===== src/rtl/ebs_pkg.sv =====
package ebs_pkg;

   typedef enum logic [2:0] {
      PH_IDLE  = 3'd0,
      PH_ONE   = 3'd1,
      PH_TWO   = 3'd2,
      PH_THREE = 3'd3,
      PH_WAIT  = 3'd4,
      PH_FOUR  = 3'd5
   } ebs_phase_e;

   // Phases in which the transfer strobe is active.
   function automatic logic strobe_phase(ebs_phase_e p);
      return (p == PH_TWO) || (p == PH_THREE) || (p == PH_WAIT);
   endfunction

   // Phases in which a new request may be taken.
   function automatic logic accept_phase(ebs_phase_e p);
      return (p == PH_IDLE) || (p == PH_FOUR);
   endfunction

endpackage


===== src/rtl/ebs_wait_ctr.sv =====
module ebs_wait_ctr #(
   parameter int WW = 4
) (
   input  logic          clk,
   input  logic          rst_n,
   input  logic          load_i,
   input  logic [WW-1:0] load_val_i,
   input  logic          tick_i,
   output logic          zero_o
);

   logic [WW-1:0] cnt_q;

   // Loaded at acceptance, counts down once per strobe clock, stops at zero.
   always_ff @(posedge clk or negedge rst_n) begin
      if (!rst_n) begin
         cnt_q <= '0;
      end else if (load_i) begin
         cnt_q <= load_val_i;
      end else if (tick_i && (cnt_q != '0)) begin
         cnt_q <= cnt_q - 1'b1;
      end
   end

   assign zero_o = (cnt_q == '0);

   p_load_value_r4: assert property (@(posedge clk) disable iff (!rst_n)
      load_i |=> (cnt_q == $past(load_val_i)));

   p_no_underflow_r3: assert property (@(posedge clk) disable iff (!rst_n)
      (tick_i && zero_o && !load_i) |=> zero_o);

   p_one_step_r3: assert property (@(posedge clk) disable iff (!rst_n)
      (tick_i && !zero_o && !load_i) |=> (cnt_q == $past(cnt_q) - 1'b1));

endmodule


===== src/rtl/ebs_phase_seq.sv =====
module ebs_phase_seq
   import ebs_pkg::*;
(
   input  logic       clk,
   input  logic       rst_n,
   input  logic       req_i,
   input  logic       ack_i,
   input  logic       cnt_zero_i,
   output ebs_phase_e phase_o,
   output logic       accept_o,
   output logic       tick_o,
   output logic       finish_o
);

   ebs_phase_e ph_q;
   ebs_phase_e ph_d;

   assign accept_o = req_i && accept_phase(ph_q);
   assign tick_o   = (ph_q == PH_THREE) || (ph_q == PH_WAIT);
   assign finish_o = tick_o && cnt_zero_i && ack_i;

   always_comb begin
      ph_d = ph_q;
      unique case (ph_q)
         PH_IDLE:           ph_d = accept_o ? PH_ONE : PH_IDLE;
         PH_ONE:            ph_d = PH_TWO;
         PH_TWO:            ph_d = PH_THREE;
         PH_THREE, PH_WAIT: ph_d = finish_o ? PH_FOUR : PH_WAIT;
         PH_FOUR:           ph_d = accept_o ? PH_ONE : PH_IDLE;
         default:           ph_d = PH_IDLE;
      endcase
   end

   always_ff @(posedge clk or negedge rst_n) begin
      if (!rst_n) ph_q <= PH_IDLE;
      else        ph_q <= ph_d;
   end

   assign phase_o = ph_q;

   p_hold_strobe_r3: assert property (@(posedge clk) disable iff (!rst_n)
      (tick_o && !cnt_zero_i) |=> (ph_q == PH_WAIT));

   p_wait_for_ack_r3: assert property (@(posedge clk) disable iff (!rst_n)
      (tick_o && !ack_i) |=> (ph_q == PH_WAIT));

   p_ignore_req_r10: assert property (@(posedge clk) disable iff (!rst_n)
      !accept_o |=> (ph_q != PH_ONE));

   p_back_to_back_r11: assert property (@(posedge clk) disable iff (!rst_n)
      ((ph_q == PH_FOUR) && req_i) |=> (ph_q == PH_ONE));

   p_fixed_lead_r1: assert property (@(posedge clk) disable iff (!rst_n)
      (ph_q == PH_ONE) |=> (ph_q == PH_TWO));

endmodule


===== src/rtl/ebs_pin_drv.sv =====
module ebs_pin_drv
   import ebs_pkg::*;
#(
   parameter int AW           = 16,
   parameter int SPW          = 2,
   parameter bit STROBE_LOW   = 1'b0,
   parameter bit RW_READ_HIGH = 1'b1
) (
   input  logic           clk,
   input  logic           rst_n,
   input  ebs_phase_e     phase_i,
   input  logic           accept_i,
   input  logic           write_i,
   input  logic [AW-1:0]  addr_i,
   input  logic [SPW-1:0] space_i,
   output logic [AW-1:0]  bus_addr_o,
   output logic [SPW-1:0] bus_space_o,
   output logic           bus_strobe_o,
   output logic           bus_rw_o,
   output logic           wr_q_o
);

   logic [AW-1:0]  addr_q;
   logic [SPW-1:0] space_q;
   logic           wr_q;
   logic           strobe_act;
   logic           live;
   logic           read_level;

   // Request fields are latched only on an accepting edge; the address is
   // never cleared, so it stays on the pins between cycles.
   always_ff @(posedge clk or negedge rst_n) begin
      if (!rst_n) begin
         addr_q  <= '0;
         space_q <= '0;
         wr_q    <= 1'b0;
      end else if (accept_i) begin
         addr_q  <= addr_i;
         space_q <= space_i;
         wr_q    <= write_i;
      end
   end

   assign strobe_act  = strobe_phase(phase_i);
   assign live        = (phase_i != PH_IDLE);
   assign bus_addr_o  = addr_q;
   assign bus_space_o = live ? space_q : '0;
   assign read_level  = live ? ~wr_q : 1'b1;
   assign wr_q_o      = wr_q;

   if (STROBE_LOW) begin : g_strobe_low
      assign bus_strobe_o = ~strobe_act;
   end else begin : g_strobe_high
      assign bus_strobe_o = strobe_act;
   end

   if (RW_READ_HIGH) begin : g_rw_read_high
      assign bus_rw_o = read_level;
   end else begin : g_rw_read_low
      assign bus_rw_o = ~read_level;
   end

   p_strobe_qualified_r1: assert property (@(posedge clk) disable iff (!rst_n)
      $rose(strobe_act) |-> ($stable(bus_addr_o) && $stable(bus_space_o)
                             && (bus_space_o != '0)));

   p_addr_hold_r6: assert property (@(posedge clk) disable iff (!rst_n)
      !accept_i |=> $stable(bus_addr_o));

   p_idle_quiet_r7: assert property (@(posedge clk) disable iff (!rst_n)
      (phase_i == PH_IDLE) |-> ((bus_space_o == '0) && read_level));

   p_rw_early_r8: assert property (@(posedge clk) disable iff (!rst_n)
      $rose(strobe_act) |-> ($stable(read_level) && (read_level == ~wr_q)));

endmodule


===== src/rtl/ebs_data_path.sv =====
module ebs_data_path
   import ebs_pkg::*;
#(
   parameter int DW = 32
) (
   input  logic          clk,
   input  logic          rst_n,
   input  ebs_phase_e    phase_i,
   input  logic          accept_i,
   input  logic [DW-1:0] wdata_i,
   input  logic          wr_q_i,
   input  logic          finish_i,
   input  logic [DW-1:0] bus_data_i,
   output logic [DW-1:0] bus_data_o,
   output logic          bus_data_oe_o,
   output logic [DW-1:0] rd_data_o,
   output logic          rd_valid_o
);

   logic [DW-1:0] wdata_q;
   logic [DW-1:0] rdata_q;
   logic          rvalid_q;
   logic          capture;

   assign capture = finish_i && !wr_q_i;

   always_ff @(posedge clk or negedge rst_n) begin
      if (!rst_n) begin
         wdata_q <= '0;
      end else if (accept_i) begin
         wdata_q <= wdata_i;
      end
   end

   // Read data is taken on the same edge that drops the strobe.
   always_ff @(posedge clk or negedge rst_n) begin
      if (!rst_n) begin
         rdata_q  <= '0;
         rvalid_q <= 1'b0;
      end else begin
         rvalid_q <= capture;
         if (capture) rdata_q <= bus_data_i;
      end
   end

   assign bus_data_o    = wdata_q;
   assign bus_data_oe_o = wr_q_i && strobe_phase(phase_i);
   assign rd_data_o     = rdata_q;
   assign rd_valid_o    = rvalid_q;

   p_capture_edge_r5: assert property (@(posedge clk) disable iff (!rst_n)
      capture |=> (rd_data_o == $past(bus_data_i)) && rd_valid_o);

   p_oe_release_r9: assert property (@(posedge clk) disable iff (!rst_n)
      $fell(bus_data_oe_o) |-> (phase_i == PH_FOUR));

   p_read_undriven_r9: assert property (@(posedge clk) disable iff (!rst_n)
      rd_valid_o |-> !$past(bus_data_oe_o));

   p_wdata_steady_r9: assert property (@(posedge clk) disable iff (!rst_n)
      bus_data_oe_o |-> $stable(bus_data_o));

endmodule


===== src/rtl/ext_bus_seq.sv =====
module ext_bus_seq
   import ebs_pkg::*;
#(
   parameter int AW           = 16,
   parameter int DW           = 32,
   parameter int WW           = 4,
   parameter int SPW          = 2,
   parameter bit STROBE_LOW   = 1'b0,
   parameter bit ACK_LOW      = 1'b0,
   parameter bit RW_READ_HIGH = 1'b1
) (
   input  logic           clk,
   input  logic           rst_n,
   input  logic           req_i,
   input  logic           req_write_i,
   input  logic [AW-1:0]  req_addr_i,
   input  logic [SPW-1:0] req_space_i,
   input  logic [DW-1:0]  req_wdata_i,
   input  logic [WW-1:0]  bcr_wait_i,
   input  logic           xfer_ack_i,
   input  logic [DW-1:0]  bus_data_i,
   output logic [AW-1:0]  bus_addr_o,
   output logic [SPW-1:0] bus_space_o,
   output logic           bus_strobe_o,
   output logic           bus_rw_o,
   output logic [DW-1:0]  bus_data_o,
   output logic           bus_data_oe_o,
   output logic [DW-1:0]  rd_data_o,
   output logic           rd_valid_o,
   output logic           done_o
);

   localparam logic STROBE_IDLE_LVL = STROBE_LOW;
   localparam int   MAX_WAIT        = (1 << WW) - 1;

   if (AW < 1) begin : g_bad_aw
      $error("ext_bus_seq: AW must be at least 1");
   end
   if (DW < 1) begin : g_bad_dw
      $error("ext_bus_seq: DW must be at least 1");
   end
   if ((WW < 1) || (WW > 16)) begin : g_bad_ww
      $error("ext_bus_seq: WW must lie in 1..16");
   end
   if (SPW < 1) begin : g_bad_spw
      $error("ext_bus_seq: SPW must be at least 1");
   end
   if (MAX_WAIT < 1) begin : g_bad_wait
      $error("ext_bus_seq: wait range is empty");
   end

   logic       ack_seen;
   ebs_phase_e phase;
   logic       accept;
   logic       tick;
   logic       finish;
   logic       cnt_zero;
   logic       wr_q;

   if (ACK_LOW) begin : g_ack_low
      assign ack_seen = ~xfer_ack_i;
   end else begin : g_ack_high
      assign ack_seen = xfer_ack_i;
   end

   ebs_phase_seq u_seq (
      .clk        (clk),
      .rst_n      (rst_n),
      .req_i      (req_i),
      .ack_i      (ack_seen),
      .cnt_zero_i (cnt_zero),
      .phase_o    (phase),
      .accept_o   (accept),
      .tick_o     (tick),
      .finish_o   (finish)
   );

   ebs_wait_ctr #(.WW(WW)) u_wait (
      .clk        (clk),
      .rst_n      (rst_n),
      .load_i     (accept),
      .load_val_i (bcr_wait_i),
      .tick_i     (tick),
      .zero_o     (cnt_zero)
   );

   ebs_pin_drv #(
      .AW           (AW),
      .SPW          (SPW),
      .STROBE_LOW   (STROBE_LOW),
      .RW_READ_HIGH (RW_READ_HIGH)
   ) u_pins (
      .clk          (clk),
      .rst_n        (rst_n),
      .phase_i      (phase),
      .accept_i     (accept),
      .write_i      (req_write_i),
      .addr_i       (req_addr_i),
      .space_i      (req_space_i),
      .bus_addr_o   (bus_addr_o),
      .bus_space_o  (bus_space_o),
      .bus_strobe_o (bus_strobe_o),
      .bus_rw_o     (bus_rw_o),
      .wr_q_o       (wr_q)
   );

   ebs_data_path #(.DW(DW)) u_data (
      .clk           (clk),
      .rst_n         (rst_n),
      .phase_i       (phase),
      .accept_i      (accept),
      .wdata_i       (req_wdata_i),
      .wr_q_i        (wr_q),
      .finish_i      (finish),
      .bus_data_i    (bus_data_i),
      .bus_data_o    (bus_data_o),
      .bus_data_oe_o (bus_data_oe_o),
      .rd_data_o     (rd_data_o),
      .rd_valid_o    (rd_valid_o)
   );

   assign done_o = (phase == PH_FOUR);

   p_zero_wait_r2: assert property (@(posedge clk) disable iff (!rst_n)
      ((phase == PH_THREE) && cnt_zero && ack_seen)
      |=> ((bus_strobe_o == STROBE_IDLE_LVL) && done_o));

   p_done_single_r2: assert property (@(posedge clk) disable iff (!rst_n)
      (done_o && !req_i) |=> !done_o);

   p_ack_outside_r12: assert property (@(posedge clk) disable iff (!rst_n)
      ((bus_strobe_o == STROBE_IDLE_LVL) && !done_o) |=> !done_o);

endmodule


===== config.mk =====
export PLATFORM = sky130hd
export DESIGN_NAME = ext_bus_seq
export DESIGN_NICKNAME = d
export VERILOG_FILES = /design/src/rtl/ebs_pkg.sv /design/src/rtl/ebs_wait_ctr.sv /design/src/rtl/ebs_phase_seq.sv /design/src/rtl/ebs_pin_drv.sv /design/src/rtl/ebs_data_path.sv /design/src/rtl/ext_bus_seq.sv
export SDC_FILE = /design/constraint.sdc
export NUM_CORES = 1
export LEC_CHECK = 0
export ABC_AREA = 0
export ABC_CLOCK_PERIOD_IN_PS = 2400
export BUFFER_PORTS_ARGS = -buffer_cell sky130_fd_sc_hd__buf_2
export CORE_MARGIN = 3
export CORE_UTILIZATION = 46
export CTS_CLUSTER_DIAMETER = 100
export DETAILED_ROUTE_END_ITERATION = 8
export GPL_TIMING_DRIVEN = 0
export PLACE_DENSITY = 0.8
export SLEW_MARGIN = 25
export SYNTH_ARGS = -nofsm -noshare
export SYNTH_HDL_FRONTEND = slang
export SYNTH_SLANG_ARGS = --single-unit
export TNS_END_PERCENT = 20

===== constraint.sdc =====
create_clock -name clk -period 2.4 [get_ports clk]
set_clock_uncertainty 0.2 [all_clocks]
set_input_delay 0.12 -clock clk [delete_from_list [all_inputs] [get_ports clk]]
set_output_delay 0.12 -clock clk [all_outputs]
set_load 0.02 [all_outputs]

# Word-level counts from Yosys, hierarchy flattened

Cells that the tools add are included.

Output and inout bits: 87
Flip-flop bits (word level): 91
Input port bits: 91
Logic and storage cells: 40

Bitwise operators: 1
Add/sub/neg operators: 1
Reduce and logical (&&, ||, !) cells: 18
Equality and inequality tests: 5
Mux-type cells: 7

Operator list:

| kind                                                               | number |
|---|---|
| 3-bit case mux with 4 select lines                                 | 1 |
| 4-bit two-way mux                                                  | 2 |
| 3-bit by 2-bit == test with 1-bit output, second input constant    | 2 |
| 3-bit == test, second input constant                               | 2 |
| 1-bit logical AND                                                  | 6 |
| 4-bit logical NOT                                                  | 1 |
| 1-bit logical OR                                                   | 4 |
| 4-bit nonzero test                                                 | 1 |
| 2-bit OR reduction                                                 | 2 |
| 4-bit by 1-bit subtractor with 4-bit output, second input constant | 1 |
| 3-bit by 1-bit == test with 1-bit output, second input constant    | 1 |
| 3-bit logical NOT                                                  | 1 |
| 1-bit two-way mux                                                  | 3 |
| 3-bit nonzero test                                                 | 1 |
| 2-bit two-way mux                                                  | 1 |
| 2-bit nonzero test                                                 | 1 |
| 1-bit logical NOT                                                  | 1 |
| 1-bit inverter                                                     | 1 |

# Longest topological paths before layout

Gate-level depths: netlist of run 1.

Depth after elaboration: 6
Depth in mapped cells: 7
Mapped depth without buffers: 6

# Hierarchy

From an unflattened synthesis of run 1, not the netlist that was laid out.

Cells, all modules: 233
Area total of the unflattened synthesis: 3816.2 sq um

Modules (own cells, without submodules):

| module        | cells each | sequential area each (sq um) | area an instance (sq um) | times used |
|---|---|---|---|---|
| ebs_data_path | 141        | 1626.6                       | 2557.5                   | 1 |
| ebs_pin_drv   | 46         | 475.5                        | 797.0                    | 1 |
| ebs_wait_ctr  | 27         | 100.1                        | 270.3                    | 1 |
| ebs_phase_seq | 18         | 75.1                         | 182.7                    | 1 |
| ext_bus_seq   | 1          | 0.0                          | 8.8                      | 1 |

# Worst setup path before layout of run 1

No wires, ideal clock.

Path kind: register -> register
Start point: reg u_seq.ph_q[0], in the netlist u_seq.phase_o[0]
End point: reg u_data.rdata_q[10], in the netlist u_data.rd_data_o[10]
Library setup time: 0.125 ns
Data arrival time: 1.611 ns
Path buffers: 2
Stages on the path, launching flop included: 7
Slack: 0.464 ns
Data required time: 2.075 ns
Clock period less this slack: 1.936 ns
Path through: dfrtp_1 -> buf_2 -> nor3b_4 -> nor2_2 -> nor3_4 -> buf_4 -> mux2_2

Word-level cells in the longest chain between the ends: 5
Elaborated cells on any way between the ends: 6
Classes of those cells: eq/ne: 2; reduce/logical: 4

RTL lines:

| element                                                                          | RTL line            | text |
|---|---|---|
| start, declared                                                                  | ebs_phase_seq.sv:15 | `ebs_phase_e ph_q;` |
| start signal, assigned                                                           | ebs_phase_seq.sv:36 | `else ph_q <= ph_d;` |
| 3-bit by 2-bit == test with 1-bit output / 3-bit == test (equally long branches) | ebs_phase_seq.sv:19 | `assign tick_o = (ph_q == PH_THREE) \|\| (ph_q == PH_WAIT);` |
| 1-bit logical OR (*)                                                             | ebs_phase_seq.sv:19 |  |
| 1-bit logical AND (*) (2 in a row)                                               | ebs_phase_seq.sv:20 | `assign finish_o = tick_o && cnt_zero_i && ack_i;` |
| 1-bit logical AND (*)                                                            | ebs_data_path.sv:25 | `assign capture = finish_i && !wr_q_i;` |
| end signal, assigned                                                             | ebs_data_path.sv:42 | `if (capture) rdata_q <= bus_data_i;` |
| end, declared                                                                    | ebs_data_path.sv:21 | `logic [DW-1:0] rdata_q;` |

Mark *: on every way between the ends. The rest lies on a longest branch, timed or not.
A chain may end at the register's enable or synchronous reset.

# Final worst setup path of run 1

Start point: reg u_seq.ph_q[0], in the netlist u_seq.phase_o[0]
End point: reg u_data.wdata_q[28], in the netlist u_data.bus_data_o[28]

Word-level cells in the longest chain between the ends: 3
Elaborated cells on any way between the ends: 4
Classes of those cells: eq/ne: 1; reduce/logical: 3

RTL lines:

| element                                                   | RTL line            | text |
|---|---|---|
| 3-bit == test / 3-bit logical NOT (equally long branches) | ebs_pkg.sv:19       | `return (p == PH_IDLE) \|\| (p == PH_FOUR);` |
| 1-bit logical OR (*)                                      | ebs_pkg.sv:19       |  |
| 1-bit logical AND (*)                                     | ebs_phase_seq.sv:18 | `assign accept_o = req_i && accept_phase(ph_q);` |
| end signal, assigned                                      | ebs_data_path.sv:31 | `wdata_q <= wdata_i;` |
| end, declared                                             | ebs_data_path.sv:20 | `logic [DW-1:0] wdata_q;` |

Marked as above.

==> results of run 1 <==
## state kept, by name (all words and copies together), names as in the netlist
register / count
u_data.bus_data_o: 32
u_data.rd_data_o: 32
u_data.rd_valid_o: 1
u_pins.bus_addr_o: 16
u_pins.space_q: 2
u_pins.wr_q_o: 1
u_seq.phase_o: 3
u_wait.cnt_q: 4
## synth_stat cells (2+ instances only)
cell      instances
dfrtp_1          91
buf_4             5
a21oi_1           3
nor2_1            6
nand2_1           3
mux2_1           20
inv_1             8
mux2_2           64
xnor2_1           2
buf_2             7
o21ai_0           2
nor2b_1           3
nand2b_1          2
## repair_timing
action / 4_1_cts / 5_1_grt
setup endpoints to repair: 0 / 16
hold buffers: 90 / 0
resized for setup: 0 / 1
hold endpoints to repair: 179 / 0
setup buffers: 0 / 1
## per-layer routing
metal  part of all wire (%)  vias to the layer above
met5                      0                        -
met4                    2.7                        0
met3                    7.4                       25
met2                     53                      144
met1                     37                     1468
li1                       -                     1375
## logic make-up (layout without fill, tap and decap cells)
family | after synthesis | count (layout)
DFF | 91 | 91
muxes | 84 | 84
and+or+nand+nor | 24 | 24
buffers and inverters | 20 | 304
AOI/OAI and AO/OA | 11 | 11
xor gates and xnor gates | 3 | 3
adders and majority gates | 1 | 1
other | 0 | 1
## final cells by class
type,count,area share [%]
Clock buffer,10,2.39
Tap cell,99,2.15
Inverter,8,0.522
Timing Repair Buffer,269,31.8
Sequential cell,91,39.6
Antenna cell,1,0.0435
Clock inverter,5,0.697
Buffer,12,1.26
Multi-Input combinational cell,123,21.5
## worst max path at each step
stage / end / depth (start not counted) / slack [ps] / start
detailed placement: u_data.rd_data_o[5] / 6 / 110 / u_wait.cnt_q[0]
global route: u_data.rd_data_o[30] / 6 / 40 / u_wait.cnt_q[0]
finish: u_data.bus_data_o[28] / 6 / 140 / u_seq.phase_o[0]
floorplan: u_data.rd_data_o[10] / 6 / 460 / u_seq.phase_o[0]
CTS: u_data.rd_data_o[5] / 6 / 80 / u_wait.cnt_q[0]
global placement: u_data.bus_data_o[29] / 6 / 160 / u_seq.phase_o[0]
## power by group through the flow
stage | registers [uW] | logic, uW | clock network [uW]
6_report | 2540 | 3030 | 928
5_1_grt | 2600 | 3240 | 1020
4_1_cts | 2490 | 2980 | 952
3_5_place_dp | 2500 | 2870 | 0
3_3_place_gp | 2470 | 2790 | 0
2_1_floorplan | 3170 | 1220 | 0
## critical path: cells and delay by family (launching register included)
| kind | cells | cell delay [ps] |
|---|---|---|
| buffers and inverters | 3 | 660 |
| xor gates and xnor gates | 1 | 180 |
| DFF | 1 | 370 |
| and+or+nand+nor | 1 | 390 |
| muxes | 1 | 350 |
## through the flow
stage	instance area [um2]	utilization [%]	power (uW)
after floorplan	3600	-	4390
after global placement	4610	62.2	5250
after detailed placement	4640	62.7	5380
after CTS	5720	77.2	6420
after global routing	5750	77.6	6870
final	5750	77.6	6500
==> metrics.md, run 1 <==
| Metric | Value |
|---|---|
| Setup_tns | 0 ps |
| CTS root buffer | clkbuf_8 |
| Synth area leader | dfrtp_1 |
| Nets | 606 |
| Post-synth net total | 326 |
| Reg-to-reg critical path endpoint | u_data.bus_data_o[28] |
| Width of the chip | 94.5 um |
| Die Ht | 94.5 um |
| Net Switching | 2590 uW |
| Yosys warns | 0 |
| # IOs | 178 |
| Post-synthesis sequential area ratio | 63.3% |
| Pwr dens | 1130 mW/mm2 |
| Drt drc | 0 |
| Starting density of the core | 48.6% |
| Leakage | 0.00295 uW |
| Compound-Gate Fraction of Synth Area | 2.02% |
| Clock transition at path regs | 90 ps |
| Result of the run | finished clean |
| Post-route ant nets | 0 |
| Starting DRT DRC Count | 52 |
| Post-synthesis adder-cell area fraction | 0.348% |
| Hold Fails Final Rpt | 0 |
| Flop2flop setup slack | 140 ps |
| Simple-gate portion of the synthesized area | 4.52% |
| CTS tree | yes |
| GR Util met3 | 5.98% |
| Async SR Flop Fraction | 100% |
| Commonest cells after routing, fill and taps aside | buf_2, dfrtp_1, dlygate4sd3_1 |
| Register-to-Register Path Depth | 6 |
| Sequential cell area | 0.00228 mm2 |
| Placed Instances | 511 |
| Slew Limit Fails | 0 |
| RSZ-0062 raised after global routing | false |
| Critical Path Max Stage Delay | 390 ps |
| Mapped Cells | 234 |
| DP HPWL | 6.24 mm |
| GRT Total Usage | 24.2% |
| Global-route met2 utilization | 43.6% |
| Clock share of power | 14.3% |
| Full die area | 0.00892 mm2 |
| Critical Path, Cell by Cell | buf_2, xor2_1, nor3b_2, buf_4, buf_4, mux2_2 |
| CP Capture Type | flip-flop |
| Port Buffer Count | 177 |
| Flops & latches, synth | 91 |
| Worst Max-Slew Pin Slew | 662 ps |
| Int Power | 3910 uW |
| Clock Latency Late Sink | 340 ps |
| WP data required | 2430 ps |
| WHS | 121 ps |
| Vias per cell | 4.87 |
| WS Path Type | flip-flop to flip-flop |
| Hold_sp | xfer_ack_i |
| Arr. time, crit path | 2290 ps |
| Worst hold path class | primary input to flip-flop |
| Largest family of logic cells by synthesized area | multiplexers |
| Total routed wirelength | 10.3 mm |
| Combinational group share of total power | 46.7% |
| CP dominant cell by count | buf_4 |
| Synth-to-layout area growth | 59.7% |
| Maximum vdd drop | 0.775 mV |
| Layout cells sized above 1 | 53.1% |
| Commonest non-fill, non-tap cell in the layout | buf_2 |
| Placer Congestion | 0.755 |
| Num rows | 31 |
| Vias | 3012 |
| Final instance count without filler cells | 618 |
| Post-synth EDFFs | 0 |
| Fmax | 442 MHz |
| Global-route layer with the greatest usage | met2 |
| Post-route minimum period | 2260 ps |
| CP max FO | 10 |
| Hold Path End | u_data.rd_valid_o |
| Switching power share of the total | 39.8% |
| Fill cells | 442 |
| Yosys top cell area share | 63.3% |
| Clk buf depth | 2 |
| Crit start category | flip-flop |
| Slowest CP cell | nor3b_2 |
| Final setup margin | 139 ps |
| Largest net degree at the start of global routing | 78 |
| Routed WL per cell | 16.7 um |
| Share of power burned in registers | 39.0% |
| Dpl ws | 110 ps |
| Core area | 0.00741 mm2 |
| Syn avg cell area | 15.4 um2 |
| Synth Cell Area | 0.00360 mm2 |
| Max_slew headroom | 55.8% |
| Post-synth top flop | dfrtp_1 |
| GRT overflow | 0 |
| Multi-input gate area | 0.00124 mm2 |
| First-pass GRT wire length | 16.4 mm |
| First-pass detailed-route iteration total | 4 |
| Synth Area in XOR/XNOR | 0.730% |
| Setup-failing EPs final | 0 |
| Post-synthesis mux area share | 26.3% |
| Min-Delay Path Depth | 4 |
| Synth top area cells | dfrtp_1, mux2_2, mux2_1, buf_4, buf_2 |
| Vias in the first global route | 3321 |
| CTS Buf Count | 9 |
| Initial antenna violation count | 0 |
| Tcrit/Tclk final | 94.2% |
| Sink Count | 91 |
| Met1 Use GR | 26.9% |
| Synth unique cells | 31 |
| Max cap viols | 0 |
| RR Startpoint | u_seq.phase_o[0] |
| Max H-tree Level | 3 |
No activity file was read; power rests on OpenSTA's default activity.
==> inputs of run 2 (changes only) <==
--- a/config.mk
+++ b/config.mk
@@ -6,16 +6,17 @@
 export NUM_CORES = 1
 export LEC_CHECK = 0
 export ABC_AREA = 0
-export ABC_CLOCK_PERIOD_IN_PS = 2400
+export ABC_CLOCK_PERIOD_IN_PS = 2500
 export BUFFER_PORTS_ARGS = -buffer_cell sky130_fd_sc_hd__buf_2
 export CORE_MARGIN = 3
 export CORE_UTILIZATION = 46
 export CTS_CLUSTER_DIAMETER = 100
 export DETAILED_ROUTE_END_ITERATION = 8
 export GPL_TIMING_DRIVEN = 0
-export PLACE_DENSITY = 0.8
+export PLACE_DENSITY = 0.79
 export SLEW_MARGIN = 25
 export SYNTH_ARGS = -nofsm -noshare
 export SYNTH_HDL_FRONTEND = slang
+export SYNTH_HIERARCHICAL = 1
 export SYNTH_SLANG_ARGS = --single-unit
 export TNS_END_PERCENT = 20
==> constraint.sdc (replaced) <==
create_clock -name clk -period 2.5 [get_ports clk]
set_clock_uncertainty 0.2 [all_clocks]
set_input_delay 0.125 -clock clk [delete_from_list [all_inputs] [get_ports clk]]
set_output_delay 0.125 -clock clk [all_outputs]
set_load 0.02 [all_outputs]
==> run 2 against run 1 <==
Compared with the run above: die area up 5.6%; first-iteration DRC count increased by 88%; combinational power increased by 5%; critical path depth grew 1; count of clock-buffer cells in the layout shrank 1; final cell count unchanged; setup slack got worse by 24 ps; sequential cell count unchanged; routed wire length grew 5.3%; global-route usage fell by 0.60 points.
==> metrics.md, run 2 <==
| Metric | Value |
|---|---|
| Result of the run | finished clean (unchanged) |
| # IOs | 178 (unchanged) |
| Mapped Cells | 233 (was 234) |
| Syn avg cell area | 16.4 um2 (was 15.4 um2) |
| Clock Latency Late Sink | 340 ps (about the same) |
| Nets | 604 (was 606) |
| First-pass detailed-route iteration total | 4 (unchanged) |
| Routed WL per cell | 17.6 um (was 16.7 um) |
| Clk buf depth | 2 (unchanged) |
| Diode count | 0 (was 1) |
| GR Util met3 | 5.89% (was 5.98%) |
| Synth unique cells | 39 (was 31) |
| Count leader, synth | dfrtp_1 (unchanged) |
| Starting DRT DRC Count | 98 (was 52) |
| Vias | 3014 (was 3012) |
| Worst hold path class | primary input to async pin (was primary input to flip-flop) |
| Drt drc | 0 (unchanged) |
| Global-route layer with the greatest usage | met2 (unchanged) |
| Vias in the first global route | 3403 (was 3321) |
| Reg-to-reg critical path endpoint | u_data/rd_data_o[30] (was u_data.bus_data_o[28]) |
| Crit start category | flip-flop (unchanged) |
| Clock transition at path regs | 100 ps (was 90 ps) |
| Int Power | 4180 uW (was 3910 uW) |
| Tcrit/Tclk final | 95.4% (was 94.2%) |
| Layout cells sized above 1 | 57.0% (was 53.1%) |
| Post-synth top flop | dfrtp_1 (unchanged) |
| DP HPWL | 6.36 mm (was 6.24 mm) |
| Net Switching | 2580 uW (was 2590 uW) |
| Final setup margin | 116 ps (was 139 ps) |
| Worst Setup SP | u_seq/phase_o[1] (was u_seq.phase_o[0]) |
| Width of the chip | 97.1 um (was 94.5 um) |
| Commonest non-fill, non-tap cell in the layout | buf_2 (unchanged) |
| Starting density of the core | 48.4% (was 48.6%) |
| Initial antenna violation count | 0 (unchanged) |
| Flop2flop setup slack | 120 ps (was 140 ps) |
| CP Capture Type | flip-flop (unchanged) |
| Leakage | 0.00300 uW (was 0.00295 uW) |
| Synth top area cells | dfrtp_1, mux2_4, mux2_2, buf_8, buf_6 (was dfrtp_1, mux2_2, mux2_1, buf_4, buf_2) |
| Critical Path, Cell by Cell | nand2b_2, o22ai_2, and3_1, nor2b_1, buf_6, buf_8, mux2_4 (was buf_2, xor2_1, nor3b_2, buf_4, buf_4, mux2_2) |
| Register-to-Register Path Depth | 7 (was 6) |
| Fin area | 0.00599 mm2 (was 0.00575 mm2) |
| Flops & latches, synth | 91 (unchanged) |
| Core area | 0.00789 mm2 (was 0.00741 mm2) |
| Synth area leader | dfrtp_1 (unchanged) |
| Async SR Flop Fraction | 100% (unchanged) |
| Dpl ws | 53.2 ps (was 110 ps) |
| Post-synth net total | 325 (was 326) |
| Max H-tree Level | 3 (unchanged) |
| Fill cells | 452 (was 442) |
| Total routed wirelength | 10.9 mm (was 10.3 mm) |
| Dpl cell area | 0.00486 mm2 (was 0.00464 mm2) |
| CP max FO | 12 (was 10) |
| RSZ-0062 raised after global routing | false (unchanged) |
| Port Buffer Count | 177 (unchanged) |
| Setup-failing EPs final | 0 (unchanged) |
| Num rows | 32 (was 31) |
| Share of power burned in registers | 36.9% (was 39.0%) |
| Yosys top cell area share | 59.7% (was 63.3%) |
| Post-synth EDFFs | 0 (unchanged) |
| Setup_tns | 0 ps (unchanged) |
| Hold Fails Final Rpt | 0 (unchanged) |
| GRT overflow | 0 (unchanged) |
| WS Path Type | flip-flop to flip-flop (unchanged) |
| CP endpoint | u_data/rd_data_o[30] (was u_data.bus_data_o[28]) |
| Max_slew headroom | 75.1% (was 55.8%) |
| WP data required | 2520 ps (was 2430 ps) |
| Slowest CP cell | dfrtp_1 (was nor3b_2) |
| Synth Cell Area | 0.00382 mm2 (was 0.00360 mm2) |
| Critical Path Max Stage Delay | 520 ps (was 390 ps) |
| Yosys warns | 6 (was 0) |
| CTS tree | yes (unchanged) |
| Worst Max-Slew Pin Slew | 374 ps (was 662 ps) |
| CTS Buf Count | 9 (unchanged) |
| Synth-to-layout area growth | 57.0% (was 59.7%) |
| Die Ht | 97.1 um (was 94.5 um) |
| Largest net degree at the start of global routing | 58 (was 78) |
| Full die area | 0.00942 mm2 (was 0.00892 mm2) |
| RR Startpoint | u_seq/phase_o[1] (was u_seq.phase_o[0]) |
| Synth cell count leaders | dfrtp_1, mux2_2, mux2_4, nand2_1, buf_2 (was dfrtp_1, mux2_2, mux2_1, inv_1, buf_2) |
| Post-synthesis sequential area ratio | 59.7% (was 63.3%) |
| Met1 Use GR | 28.2% (was 26.9%) |
| Clock share of power | 16.0% (was 14.3%) |
| Slew Limit Fails | 0 (unchanged) |
| Global-route met2 utilization | 42.7% (was 43.6%) |
| Switching power share of the total | 38.2% (was 39.8%) |
| Post-route ant nets | 0 (unchanged) |
| Arr. time, crit path | 2400 ps (was 2290 ps) |
| Combinational group share of total power | 47.1% (was 46.7%) |
| CTS root buffer | clkbuf_8 (unchanged) |
| Fmax | 419 MHz (was 442 MHz) |
| Vias per cell | 4.88 (was 4.87) |
| Max cap viols | 0 (unchanged) |
| GRT Total Usage | 23.6% (was 24.2%) |
| Commonest cells after routing, fill and taps aside | buf_2, dfrtp_1, dlygate4sd3_1 (unchanged) |
| Pwr dens | 1130 mW/mm2 (about the same) |
| Placer Congestion | 0.797 (was 0.755) |
| Sink Count | 91 (unchanged) |
| First-pass GRT wire length | 17.9 mm (was 16.4 mm) |
| Post-route minimum period | 2380 ps (was 2260 ps) |
| Maximum vdd drop | 0.731 mV (was 0.775 mV) |
## run 2: cell count changes after synthesis, sizes merged, moves of 2 or more
cell / change
nor2: -5
nand2: +2
o22ai: +2
inv: -5
## run 2: area by class of cell
cell class | count | area [um2] | area share (%)
buffer | 12 | 124 | 2.07
clock buffer | 9 | 124 | 2.07
clock inverter | 6 | 90.1 | 1.50
inverter | 3 | 11.3 | 0.188
multi-input combinational | 127 | 1420 | 23.6
sequential | 91 | 2280 | 38.0
tap | 102 | 128 | 2.13
timing repair buffer | 268 | 1820 | 30.4
## run 2: kinds of logic after synthesis
group / after synthesis / synth area share, %
adder cells (fa/ha/maj): 1 / 0.328
multiplexers: 84 / 28.6
AO/OA/AOI/OAI: 14 / 2.82
flip-flops: 91 / 59.7
buffers and inverters: 15 / 3.54
AND/OR/NAND/NOR: 26 / 4.56
XOR/XNOR: 2 / 0.459
## run 2: power by group through the flow
stage | Sequential, uW | Combinational, uW | Clock (uW)
final | 2490 | 3180 | 1080
after global routing | 2580 | 3390 | 1170
after CTS | 2460 | 3150 | 1110
after detailed placement | 2490 | 3010 | 0
after global placement | 2440 | 2940 | 0
after floorplan | 3130 | 1380 | 0
## run 2: what timing repair did
item / CTS / global route
endpoints found under the hold margin: 179 / 0
resized for setup: 0 / 2
setup endpoints to repair: 0 / 59
hold buffers: 90 / 0
setup buffers: 0 / 0
## run 2: how the worst min path moves through the flow
stage | cells after the start | slack [ps] | start | end
3_5_place_dp | 1 | -160 | rst_n | u_wait/cnt_q[0]
3_3_place_gp | 2 | 140 | req_wdata_i[27] | u_data/bus_data_o[27]
4_1_cts | 2 | 30 | rst_n | u_wait/cnt_q[0]
6_report | 2 | 50 | rst_n | u_wait/cnt_q[2]
5_1_grt | 2 | 70 | rst_n | u_pins/bus_addr_o[12]
2_1_floorplan | 0 | -370 | rst_n | u_data/bus_data_o[0]
## run 2: critical path: cells and delay by family (launching register included)
family	cells	cell delay (ps)
AO/OA/AOI/OAI	1	250
buffers and inverters	2	340
flip-flops	1	520
multiplexers	1	320
AND/OR/NAND/NOR	3	630
## run 2: layer usage
layer / share of wire (%) / vias to the layer above
met1: 40 / 1486
met3: 6.5 / 13
li1: - / 1379
met2: 53 / 136
met5: 0 / -
met4: 0.92 / 0
## run 2: per-stage QoR
step                      power [uW]  hold WS (ps)  std cells  util, %
after detailed placement        5500          -155        513     61.7
after CTS                       6720          29.4        618     75.8
after global placement          5380           140        512     61.2
after floorplan                 4510          -371        233        -
after global routing            7130          75.0        618     75.9
final                           6760          53.2        618     75.9
==> inputs of run 3 (changes only) <==
--- a/config.mk
+++ b/config.mk
@@ -13,6 +13,7 @@
 export CTS_CLUSTER_DIAMETER = 100
 export DETAILED_ROUTE_END_ITERATION = 8
 export GPL_TIMING_DRIVEN = 0
+export MAX_ROUTING_LAYER = met4
 export PLACE_DENSITY = 0.79
 export SLEW_MARGIN = 25
 export SYNTH_ARGS = -nofsm -noshare
==> run 3 against run 2 <==
Compared with the run above: register-to-register slack is essentially flat; largest power group unchanged; worst hold slack gained 4.0 ps; cell area is the same; global-route usage grew 0.68 points; sequential power is essentially flat; total power is essentially flat; first-iteration DRC count shrank 5.1%; setup slack gained 14 ps; routed wire length is essentially flat; critical path type unchanged.
==> metrics.md, run 3 (same netlist as run 2, synthesis figures left out) <==
| Metric | Value |
|---|---|
| Post-route minimum period | 2370 ps (was 2380 ps) |
| Maximum vdd drop | 0.732 mV (was 0.731 mV) |
| Worst Max-Slew Pin Slew | 379 ps (was 374 ps) |
| First-pass detailed-route iteration total | 4 (unchanged) |
| DP HPWL | 6.36 mm (unchanged) |
| Synth-to-layout area growth | 57.0% (unchanged) |
| Sink Count | 91 (unchanged) |
| Post-CTS setup buffers | 0 (unchanged) |
| Dpl cell area | 0.00486 mm2 (unchanged) |
| Max cap viols | 0 (unchanged) |
| Result of the run | finished clean (unchanged) |
| Placed Instances | 513 (unchanged) |
| WS Path Type | flip-flop to flip-flop (unchanged) |
| Routed WL per cell | 17.6 um (about the same) |
| RR Startpoint | u_wait/cnt_q[0] (was u_seq/phase_o[1]) |
| Clock transition at path regs | 100 ps (about the same) |
| CTS root buffer | clkbuf_8 (unchanged) |
| Die Ht | 97.1 um (unchanged) |
| Drt drc | 0 (unchanged) |
| Register-to-Register Path Depth | 8 (was 7) |
| Commonest non-fill, non-tap cell in the layout | buf_2 (unchanged) |
| Port Buffer Count | 177 (unchanged) |
| Vias | 3000 (was 3014) |
| Total routed wirelength | 10.9 mm (about the same) |
| Leakage | 0.00300 uW (unchanged) |
| Initial antenna violation count | 0 (unchanged) |
| Arr. time, crit path | 2390 ps (was 2400 ps) |
| Diode count | 0 (unchanged) |
| Hold Fails Final Rpt | 0 (unchanged) |
| Nets | 604 (unchanged) |
| CP Capture Type | flip-flop (unchanged) |
| Pwr dens | 1130 mW/mm2 (about the same) |
| Fin area | 0.00599 mm2 (unchanged) |
| Max H-tree Level | 3 (unchanged) |
| Slew Limit Fails | 0 (unchanged) |
| Reg-to-reg critical path endpoint | u_data/rd_data_o[17] (was u_data/rd_data_o[30]) |
| Vias in the first global route | 3397 (was 3403) |
| CP max FO | 10 (was 12) |
| Vias per cell | 4.85 (was 4.88) |
| Setup-failing EPs final | 0 (unchanged) |
| GRT Total Usage | 24.2% (was 23.6%) |
| CTS Buf Count | 9 (unchanged) |
| Setup_tns | 0 ps (unchanged) |
| Commonest cells after routing, fill and taps aside | buf_2, dfrtp_1, dlygate4sd3_1 (unchanged) |
| Starting DRT DRC Count | 93 (was 98) |
| Core area | 0.00789 mm2 (unchanged) |
| GRT overflow | 0 (unchanged) |
| Num rows | 32 (unchanged) |
| Layout cells sized above 1 | 57.0% (unchanged) |
| Clock Latency Late Sink | 340 ps (about the same) |
| Starting density of the core | 48.4% (unchanged) |
| RSZ-0062 raised after global routing | false (unchanged) |
| # IOs | 178 (unchanged) |
| Clk buf depth | 2 (unchanged) |
| Flop2flop setup slack | 130 ps (was 120 ps) |
| Tcrit/Tclk final | 94.8% (was 95.4%) |
| WP data required | 2520 ps (about the same) |
| Max_slew headroom | 74.7% (was 75.1%) |
| Crit start category | flip-flop (unchanged) |
| Largest net degree at the start of global routing | 58 (unchanged) |
| Full die area | 0.00942 mm2 (unchanged) |
| Placer Congestion | 0.809 (was 0.797) |
| First-pass GRT wire length | 17.9 mm (unchanged) |
| CTS tree | yes (unchanged) |
| Fmax | 422 MHz (was 419 MHz) |
| WHS | 57.1 ps (was 53.2 ps) |
| Final instance count without filler cells | 618 (unchanged) |
| Width of the chip | 97.1 um (unchanged) |
| Post-route ant nets | 0 (unchanged) |
| Worst hold path class | primary input to async pin (unchanged) |
==> run 3: cell counts in the layout (fill, tap and decap cells not counted) <==
No cell type changed its count.
==> run 3: how the worst max path moves through the flow <==
stage               slack, ps                     to             start
CTS                        30  u_data/bus_data_o[24]  u_seq/phase_o[0]
global placement           40  u_data/bus_data_o[10]  u_seq/phase_o[0]
finish                    130   u_data/rd_data_o[17]   u_wait/cnt_q[0]
floorplan                 340   u_data/bus_data_o[0]  u_seq/phase_o[0]
detailed placement         50   u_data/bus_data_o[1]  u_seq/phase_o[0]
global route               10   u_data/rd_data_o[30]   u_wait/cnt_q[0]
==> run 3: area by class of cell <==
class | count | area, um2
clock buffer | 9 | 124
buffer | 12 | 124
inverter | 3 | 11.3
clock inverter | 6 | 90.1
sequential | 91 | 2280
multi-input combinational | 127 | 1420
tap | 102 | 128
fill | 452 | 1900
timing repair buffer | 268 | 1820
==> run 3: what timing repair did <==
item / in CTS / in global routing
hold buffers: 90 / 0
endpoints found under the hold margin: 179 / 0
resized for setup: 0 / 2
setup endpoints to repair: 0 / 59
==> run 3: critical path: stages (launching register included) <==
cell and delay [ps]:
dfrtp_1 430, inv_1 70, ha_1 220, nor3b_4 300
and3_1 210, nor2b_1 160, buf_6 170, buf_8 170
mux2_4 320
==> run 3: where the power goes <==
| group | internal, uW | switching (uW) | total, uW |
|---|---|---|---|
| combinational | 1520 | 1660 | 3180 |
| sequential | 2090 | 402 | 2500 |
| clock | 562 | 520 | 1080 |
| total | 4180 | 2580 | 6760 |
==> run 3: per-layer routing <==
layer	vias up	share of wire [%]	routed length, um	GRT usage (%)
li1	1380	-	-	-
met1	1478	40	4370	28.3
met2	132	53	5730	42.7
met3	10	6.5	705	5.74
met4	0	0.83	90	5.18
met5	-	0	0	-
==> run 3: stage by stage <==
step           util [%]  power (uW)  worst slack (ps)
6_report           75.9        6760               130
5_1_grt            75.9        7130              14.7
4_1_cts            75.8        6720              31.3
3_5_place_dp       61.7        5500              53.2
3_3_place_gp       61.2        5380              36.9
2_1_floorplan         -        4510               338
